**src/rtl/seq_pkg.sv**
```systemverilog
package seq_pkg;
  typedef enum logic [2:0] {
    OP_STEP   = 3'd0,
    OP_BRANCH = 3'd1,
    OP_CALL   = 3'd2,
    OP_RETURN = 3'd3,
    OP_LDPAGE = 3'd4,
    OP_LDCHAP = 3'd5
  } seq_op_e;

  localparam int unsigned PAGE_W = 4;
  localparam int unsigned CHAP_W = 2;
endpackage

```
**src/rtl/seq_shift_stack.sv**
```systemverilog
// Multi-level return storage kept as one shift register, newest level in the low bits.
module seq_shift_stack #(
  parameter int unsigned W     = 4,
  parameter int unsigned DEPTH = 3
) (
  input  logic         clk_i,
  input  logic         rst_ni,
  input  logic         push_i,
  input  logic         pop_i,
  input  logic [W-1:0] din_i,
  output logic [W-1:0] top_o
);
  localparam int unsigned SW = W * DEPTH;

  logic [SW-1:0] stk_q, stk_d;
  logic          stk_en;

  assign stk_en = push_i | pop_i;

  generate
    if (DEPTH > 1) begin : g_multi
      always_comb begin
        stk_d = stk_q;
        if (push_i)     stk_d = {stk_q[SW-W-1:0], din_i};
        else if (pop_i) stk_d = {{W{1'b0}}, stk_q[SW-1:W]};
      end
    end else begin : g_single
      always_comb begin
        stk_d = stk_q;
        if (push_i)     stk_d = din_i;
        else if (pop_i) stk_d = '0;
      end
    end
  endgenerate

  always_ff @(posedge clk_i or negedge rst_ni) begin
    if (!rst_ni)     stk_q <= '0;
    else if (stk_en) stk_q <= stk_d;
  end

  assign top_o = stk_q[W-1:0];
endmodule

```
**src/rtl/seq_call_latch.sv**
```systemverilog
// Thermometer-coded occupancy of the return stack.
module seq_call_latch #(
  parameter int unsigned DEPTH = 3
) (
  input  logic             clk_i,
  input  logic             rst_ni,
  input  logic             push_i,
  input  logic             pop_i,
  output logic [DEPTH-1:0] vec_o,
  output logic             live_o
);
  logic [DEPTH-1:0] vec_q, vec_d;
  logic             vec_en;

  assign vec_en = push_i | pop_i;

  generate
    if (DEPTH > 1) begin : g_multi
      always_comb begin
        vec_d = vec_q;
        if (push_i)     vec_d = {vec_q[DEPTH-2:0], 1'b1};
        else if (pop_i) vec_d = {1'b0, vec_q[DEPTH-1:1]};
      end
    end else begin : g_single
      always_comb begin
        vec_d = vec_q;
        if (push_i)     vec_d = 1'b1;
        else if (pop_i) vec_d = 1'b0;
      end
    end
  endgenerate

  always_ff @(posedge clk_i or negedge rst_ni) begin
    if (!rst_ni)     vec_q <= '0;
    else if (vec_en) vec_q <= vec_d;
  end

  assign vec_o  = vec_q;
  assign live_o = vec_q[0];
endmodule

```
**src/rtl/seq_bank_reg.sv**
```systemverilog
// Current/staged register pair for page or chapter.
module seq_bank_reg #(
  parameter int unsigned W = 4
) (
  input  logic         clk_i,
  input  logic         rst_ni,
  input  logic         jump_i,
  input  logic         cancel_i,
  input  logic         restore_i,
  input  logic         stage_i,
  input  logic [W-1:0] stage_din_i,
  input  logic [W-1:0] pop_val_i,
  output logic [W-1:0] cur_o,
  output logic [W-1:0] buf_o
);
  logic [W-1:0] cur_q, cur_d, buf_q, buf_d;
  logic         cur_en, buf_en;

  always_comb begin
    cur_d  = cur_q;
    buf_d  = buf_q;
    cur_en = 1'b0;
    buf_en = 1'b0;
    if (jump_i) begin
      cur_d  = buf_q;
      cur_en = 1'b1;
    end else if (restore_i) begin
      cur_d  = pop_val_i;
      buf_d  = pop_val_i;
      cur_en = 1'b1;
      buf_en = 1'b1;
    end else if (cancel_i) begin
      buf_d  = cur_q;
      buf_en = 1'b1;
    end else if (stage_i) begin
      buf_d  = stage_din_i;
      buf_en = 1'b1;
    end
  end

  always_ff @(posedge clk_i or negedge rst_ni) begin
    if (!rst_ni)     cur_q <= '0;
    else if (cur_en) cur_q <= cur_d;
  end

  always_ff @(posedge clk_i or negedge rst_ni) begin
    if (!rst_ni)     buf_q <= '0;
    else if (buf_en) buf_q <= buf_d;
  end

  assign cur_o = cur_q;
  assign buf_o = buf_q;
endmodule

```
**src/rtl/addr_sequencer.sv**
```systemverilog
module addr_sequencer #(
  parameter int unsigned PC_W  = 6,
  parameter int unsigned DEPTH = 3,
  parameter int unsigned TGT_W = 8
) (
  input  logic             clk_i,
  input  logic             rst_ni,
  input  logic [2:0]       op_i,
  input  logic             status_i,
  input  logic [TGT_W-1:0] target_i,
  input  logic             inc_en_i,
  output logic [PC_W-1:0]  pc_o,
  output logic [3:0]       page_o,
  output logic [1:0]       chapter_o
);
  import seq_pkg::*;

  seq_op_e          op;
  logic             is_xfer, br_take, call_take, call_skip, ret_take;
  logic             jump, ld_page, ld_chap, live;
  logic [DEPTH-1:0] clatch_vec;
  logic [PC_W-1:0]  pc_q, pc_d, pc_top;
  logic             pc_en;
  logic [PAGE_W-1:0] page_cur, page_buf, page_top;
  logic [CHAP_W-1:0] chap_cur, chap_buf, chap_top;

  // operation decode
  always_comb begin
    op        = seq_op_e'(op_i);
    is_xfer   = (op == OP_BRANCH) || (op == OP_CALL) || (op == OP_RETURN);
    br_take   = (op == OP_BRANCH) && status_i;
    call_take = (op == OP_CALL) && status_i;
    call_skip = (op == OP_CALL) && !status_i;
    ret_take  = (op == OP_RETURN) && live;
    jump      = br_take | call_take;
    ld_page   = (op == OP_LDPAGE);
    ld_chap   = (op == OP_LDCHAP);
  end

  // program counter next state
  always_comb begin
    pc_d  = pc_q;
    pc_en = 1'b0;
    if (jump) begin
      pc_d  = target_i[PC_W-1:0];
      pc_en = 1'b1;
    end else if (ret_take) begin
      pc_d  = pc_top;
      pc_en = 1'b1;
    end else if (!is_xfer && inc_en_i) begin
      pc_d  = pc_q + PC_W'(1);
      pc_en = 1'b1;
    end
  end

  always_ff @(posedge clk_i or negedge rst_ni) begin
    if (!rst_ni)    pc_q <= '0;
    else if (pc_en) pc_q <= pc_d;
  end

  seq_call_latch #(.DEPTH(DEPTH)) u_clatch (
    .clk_i (clk_i), .rst_ni (rst_ni),
    .push_i (call_take), .pop_i (ret_take),
    .vec_o (clatch_vec), .live_o (live)
  );

  seq_shift_stack #(.W(PC_W), .DEPTH(DEPTH)) u_pc_stack (
    .clk_i (clk_i), .rst_ni (rst_ni),
    .push_i (call_take), .pop_i (ret_take),
    .din_i (pc_q), .top_o (pc_top)
  );

  seq_shift_stack #(.W(PAGE_W), .DEPTH(DEPTH)) u_page_stack (
    .clk_i (clk_i), .rst_ni (rst_ni),
    .push_i (call_take), .pop_i (ret_take),
    .din_i (page_cur), .top_o (page_top)
  );

  seq_shift_stack #(.W(CHAP_W), .DEPTH(DEPTH)) u_chap_stack (
    .clk_i (clk_i), .rst_ni (rst_ni),
    .push_i (call_take), .pop_i (ret_take),
    .din_i (chap_cur), .top_o (chap_top)
  );

  seq_bank_reg #(.W(PAGE_W)) u_page (
    .clk_i (clk_i), .rst_ni (rst_ni),
    .jump_i (jump), .cancel_i (call_skip), .restore_i (ret_take),
    .stage_i (ld_page), .stage_din_i (target_i[PAGE_W-1:0]),
    .pop_val_i (page_top), .cur_o (page_cur), .buf_o (page_buf)
  );

  seq_bank_reg #(.W(CHAP_W)) u_chap (
    .clk_i (clk_i), .rst_ni (rst_ni),
    .jump_i (jump), .cancel_i (call_skip), .restore_i (ret_take),
    .stage_i (ld_chap), .stage_din_i (target_i[CHAP_W-1:0]),
    .pop_val_i (chap_top), .cur_o (chap_cur), .buf_o (chap_buf)
  );

  assign pc_o      = pc_q;
  assign page_o    = page_cur;
  assign chapter_o = chap_cur;
endmodule

```
**config.mk**
```make
export PLATFORM = sky130hd
export DESIGN_NAME = addr_sequencer
export DESIGN_NICKNAME = d
export VERILOG_FILES = /design/src/rtl/seq_pkg.sv /design/src/rtl/seq_shift_stack.sv /design/src/rtl/seq_call_latch.sv /design/src/rtl/seq_bank_reg.sv /design/src/rtl/addr_sequencer.sv
export SDC_FILE = /design/constraint.sdc
export NUM_CORES = 1
export LEC_CHECK = 0
export ABC_CLOCK_PERIOD_IN_PS = 1600
export BUFFER_PORTS_ARGS = -buffer_cell sky130_fd_sc_hd__buf_2
export CORE_ASPECT_RATIO = 0.5
export CORE_MARGIN = 5
export CORE_UTILIZATION = 55
export DETAILED_ROUTE_END_ITERATION = 10
export GPL_ROUTABILITY_DRIVEN = 0
export HOLD_SLACK_MARGIN = 0.05
export PLACE_DENSITY_LB_ADDON = 0.25
export SLEW_MARGIN = 0
export SYNTH_ARGS = -nofsm -noshare
export SYNTH_HDL_FRONTEND = slang
export SYNTH_SLANG_ARGS = --single-unit
```
**constraint.sdc**
```tcl
create_clock -name clk_i -period 1.6 [get_ports clk_i]
set_input_delay 0.32 -clock clk_i [delete_from_list [all_inputs] [get_ports clk_i]]
set_output_delay 0.32 -clock clk_i [all_outputs]
set_load 0.05 [all_outputs]
```
[Yosys cells after proc, flatten, opt, wreduce, memory -nomap -nowiden]
Index checks and enable logic that the tools add are counted.
Word-level totals
  logic and storage cells: 71
  register bits: 57
  input port bits: 15
Cells by class
  equality and inequality tests: 5
  muxes and demuxes: 34
  bitwise gates (word level): 3
  reductions and logical operators: 19
  add/subtract/negate cells: 1
Operator list (number)
  18-bit two-way mux: 2
  6-bit two-way mux: 5
  12-bit two-way mux: 2
  4-bit two-way mux: 5
  1-bit two-way mux: 13
  2-bit two-way mux: 5
  3-bit nonzero test: 3
  6-bit by 1-bit adder with 6-bit output, second input constant: 1
  3-bit by 2-bit equality test with 1-bit output, second input constant: 2
  3-bit equality test, second input constant: 2
  3-bit two-way mux: 2
  2-bit AND reduction: 3
  3-bit AND reduction: 2
  1-bit logical AND: 5
  2-bit nonzero test: 2
  3-bit by 1-bit equality test with 1-bit output, second input constant: 1
  1-bit logical NOT: 2
  1-bit logical OR: 2
  1-bit OR: 2
  1-bit inverter: 1

[Logic depth before layout (Yosys ltp)]
  depth in word-level cells: 9
  mapped depth: 7

[By module]
A second synthesis with hierarchy kept.
Second synthesis, totals
  cell total of the unflattened synthesis: 293
  area, all modules: 3040.4 um^2
By module, submodules not included
  seq_shift_stack (u_pc_stack): seq. area each 450.4 um^2, cells an instance 84, area an instance 860.8 um^2, instances 1
  seq_shift_stack (u_page_stack): seq. area each 300.3 um^2, cells an instance 55, area an instance 565.5 um^2, instances 1
  addr_sequencer: seq. area each 150.1 um^2, cells an instance 52, area an instance 516.7 um^2, instances 1
  seq_bank_reg (u_page): seq. area each 200.2 um^2, cells an instance 40, area an instance 434.2 um^2, instances 1
  seq_shift_stack (u_chap_stack): seq. area each 150.1 um^2, cells an instance 27, area an instance 286.5 um^2, instances 1
  seq_bank_reg (u_chap): seq. area each 100.1 um^2, cells an instance 23, area an instance 245.2 um^2, instances 1
  seq_call_latch: seq. area each 75.1 um^2, cells an instance 12, area an instance 131.4 um^2, instances 1

[Least setup slack after synthesis]
No wires, ideal clock.
  kind: reg-to-reg
  start: reg pc_q[0] (netlist: pc_o[0])
  end: reg pc_q[4] (netlist: pc_o[4])
  cell stages (with the launch flop): 7
  data arrival time: 1645 ps
  buffers on the path: 0
  path slack: -128 ps
  clock period less this slack: 1728 ps
  cells stage by stage: dfrtp_1 ha_1 nand3_1 xor2_1 a211oi_1 a21oi_1 o21ai_0
On the way
  longest elaborated chain between the ends: 4
RTL lines
  start: declaration: line addr_sequencer.sv:22  | logic [PC_W-1:0] pc_q, pc_d, pc_top;
  start signal: assignment: line addr_sequencer.sv:58  | else if (pc_en) pc_q <= pc_d;
  6-bit by 1-bit adder with 6-bit output: line addr_sequencer.sv:51  | pc_d = pc_q + PC_W'(1);
  6-bit two-way mux: line addr_sequencer.sv:50  | end else if (!is_xfer && inc_en_i) begin
  6-bit two-way mux: line addr_sequencer.sv:47  | end else if (ret_take) begin
  6-bit two-way mux: line addr_sequencer.sv:44  | if (jump) begin
Every way passes these cells. The select of a mux whose other input is x is not followed.
A chain may end at the register's enable or synchronous reset.

[Worst setup path in the final report]
  start: reg u_clatch.vec_q[0] (netlist: u_clatch.vec_o[0])
  end: reg u_chap.buf_q[0] (netlist: u_chap.buf_o[0])
On the way
  longest elaborated chain between the ends: 4
RTL lines
  start: declaration: line seq_call_latch.sv:12  | logic [DEPTH-1:0] vec_q, vec_d;
  start signal: assignment: line seq_call_latch.sv:35  | else if (vec_en) vec_q <= vec_d;
  1-bit logical AND *: line addr_sequencer.sv:34  | ret_take = (op == OP_RETURN) && live;
  1-bit two-way mux: line seq_bank_reg.sv:27  | end else if (restore_i) begin
  1-bit two-way mux: line seq_bank_reg.sv:24  | if (jump_i) begin
  3-bit AND reduction (no source line)
  end signal: assignment: line seq_bank_reg.sv:48  | else if (buf_en) buf_q <= buf_d;
  end: declaration: line seq_bank_reg.sv:16  | logic [W-1:0] cur_q, cur_d, buf_q, buf_d;
Every way passes the cells marked *; elsewhere a longest branch is shown, timed or not.

==> impl_metrics.yaml <==
drt:
  first_iter_violations: 131
  wl_per_cell_um: 16.4
  drc: 0
  via_per_inst: 5.75
  postRouteAntennaNets: 0
  drt-pass1-iter-count: 4
  via_count: 2202
  routed_wl_mm: 6.28
hold_path:
  worstHoldPathType: "input port to flop"
die:
  initial_core_util_pct: 57.3
  io_pins: 27
  core_um2: 4980
  die_w_um: 112
  fp-row-count: 18
  die_h_um: 60.9
  dieArea_um2: 6810
clocking:
  cts_tree: "done"
  cts_setup_buffers: 0
  clkLatencyLatePin_ns: 0.34
  numCtsBuffers: 9
  cts.clk_slew.worst_paths_ns: 0.07
  clockBufferDepth: 2
  cts.sinks: 57
  clock-root-buffer: "clkbuf_8"
  h-tree-depth: 3
cells_and_area:
  final_common_cell: "dfrtp_1"
  n_antenna_cell: 0
  final_cell_mix: "dfrtp_1, nand2_1, o21ai_0, mux2i_1, buf_2"
  final_nets: 325
  drive_gt1_share_pct: 23.0
  syn2layout_area_growth_pct: 18.8
sta:
  slew_violations: 0
  tightest_slew_ns: 0.639
  worst_slack_ns: 0.0943
  hold_viol_final: 0
  finalSetupViolations: 0
  fmax_mhz: 664
  rsz0062_at_grt: "no"
  skew_ns: 0.00810
  relSlewSlack_pct: 57.4
  fin_crit_ns: 1.51
  fin_crit_sh_pct: 94.1
synthesis:
  synth_flop_cell: "dfrtp_1"
  synth_top_area_cell: "dfrtp_1"
  ys_seq_area_share_pct: 50.0
  synth_top_cell_area_share_pct: 50.0
  syn_area_per_cell_um2: 10.4
  synth_edf_count: 0
  synth_cell_types: 38
  syn_inst: 275
  yosys_warnings: 0
  ys_top_cells_by_area: "dfrtp_1, mux2i_1, o21ai_0, nand2_1, a22o_1"
  syn_nets: 291
  syn_area_um2: 2850
  ys_async_sr_fraction_pct: 100
  synth_seq_cells: 57
grt:
  grt_pass1_vias: 2099
  grt_usage_pct: 19.8
  grt_max_degree: 64
  grt_pass1_wl_mm: 10.4
  grt-ovfl-total: 0
  antenna_found_initial: 0
setup_path:
  slowest_stage: "buf_4"
  r2r_setup_slack_ns: 0.09
  cp_top_family: "buffers and inverters"
  cp_cell_sequence: "and4b_1 -> buf_4 -> o21ai_0 -> mux2_2"
  crit_buf_inv: 1
  endpoint_kind: "flop"
  cp.required_ns: 1.82
  criticalPathCategory: "flop to flop"
  start_kind: "flop"
  arrival_ns: 1.73
  cp_max_fo: 23
  cp_slowest_stage_delay_ns: 0.35
pwr:
  max-vdd-ir-drop_uv: 1150
  p_per_area_nw_per_um2: 1500
  p_leak_nw: 1.61
  power_mw: 5.08
place:
  pre_cts_ws_ns: -0.346
  io_buffers: 24
  dp_hpwl_mm: 4.13
run_status:
  status: "finished, final reports clean"
job:
  drv_cap: 0
path summary, 6_finish.rpt:
check	endpoint	cells after the start	from
setup / recovery	u_chap.buf_o[0]$_DFFE_PN0P_	4	u_clatch.vec_o[0]$_DFFE_PN0P_
hold / removal	pc_o[4]$_DFFE_PN0P_	3	target_i[4]
setup reg to reg	u_chap.buf_o[0]$_DFFE_PN0P_	4	u_clatch.vec_o[0]$_DFFE_PN0P_
hold reg to reg	u_page.buf_o[3]$_DFFE_PN0P_	1	u_page.buf_o[3]$_DFFE_PN0P_
max in group asynchronous	pc_o[0]$_DFFE_PN0P_	3	rst_ni
min in group asynchronous	u_chap.cur_o[1]$_DFFE_PN0P_	2	rst_ni
final cells by class:
class | count | area [µm²]
Tap cell | 70 | 87.6
Clock buffer | 12 | 145
Inverter | 4 | 15.0
Timing Repair Buffer | 44 | 324
Multi-Input combinational cell | 193 | 1320
Clock inverter | 3 | 65.1
Fill cell | 381 | 1590
Sequential cell | 57 | 1430
metal layers:
metal	track usage, %	up-vias	part of all wire [%]
met2	31.9	77	46
met3	6.27	11	6.5
met4	7.11	0	1.5
met1	25.8	1069	46
li1	-	1045	-
met5	0	-	0
worst reg2reg max path, stage by stage (launching register included):
cell and delay [ns]:
dfrtp_1 0.34, and4b_1 0.25, buf_4 0.35, o21ai_0 0.17
mux2_2 0.29
registers in the layout, summed over array words and instances (netlist names):
signal              cells
u_pc_stack.stk_q       18
u_page_stack.stk_q     12
pc_o                    6
u_chap_stack.stk_q      6
u_page.buf_o            4
u_page.cur_o            4
u_clatch.vec_o          3
u_chap.buf_o            2
u_chap.cur_o            2
cells in the mapped netlist, drive strengths merged (2+ instances only):
master and count:
clkbuf 6, o22ai 2, a211oi 8, nor2b 2, buf 15, nand2 41, nand2b 2, o21ai 38
o31ai 2, dfrtp 57, mux2i 35, a22o 13, mux2 2, xnor2 4, a21oi 11, inv 4
nor2 14, a21o 3, and3 2, nand3 2, nor3b 2
cells by family after synthesis:
kind of cell / after synthesis / synth area share (%)
AO/OA/AOI/OAI: 82 / 18.5
XOR/XNOR: 5 / 1.54
adder cells (fa/ha/maj): 1 / 0.439
buffers and inverters: 25 / 4.83
flip-flops: 57 / 50.0
multiplexers: 37 / 13.2
AND/OR/NAND/NOR: 68 / 11.5
power by group:
part           switching [mW]  internal, mW
clock                   0.560         0.909
combinational           0.889         0.544
sequential              0.359          1.82
per-stage QoR:
stage          util, %  instance area, µm²  TNS [ns]  hold slack (ns)  instances
6_report          68.0                3390         0            0.268        383
3_5_place_dp      62.8                3130     -5.38            0.263        366
2_1_floorplan        -                2860         0           0.0244        275
3_3_place_gp      62.8                3130     -3.85            0.259        366
4_1_cts           67.3                3350         0            0.259        382
5_1_grt           68.0                3390         0            0.269        383
timing repair:
action	in CTS	in global routing
cloned	0	1
gates resized for setup	1	7
endpoints found under the setup margin	13	5
hold endpoints to repair	15	0
pin swaps	0	2
hold buffers	1	0
(Power assumes the default switching activity.)
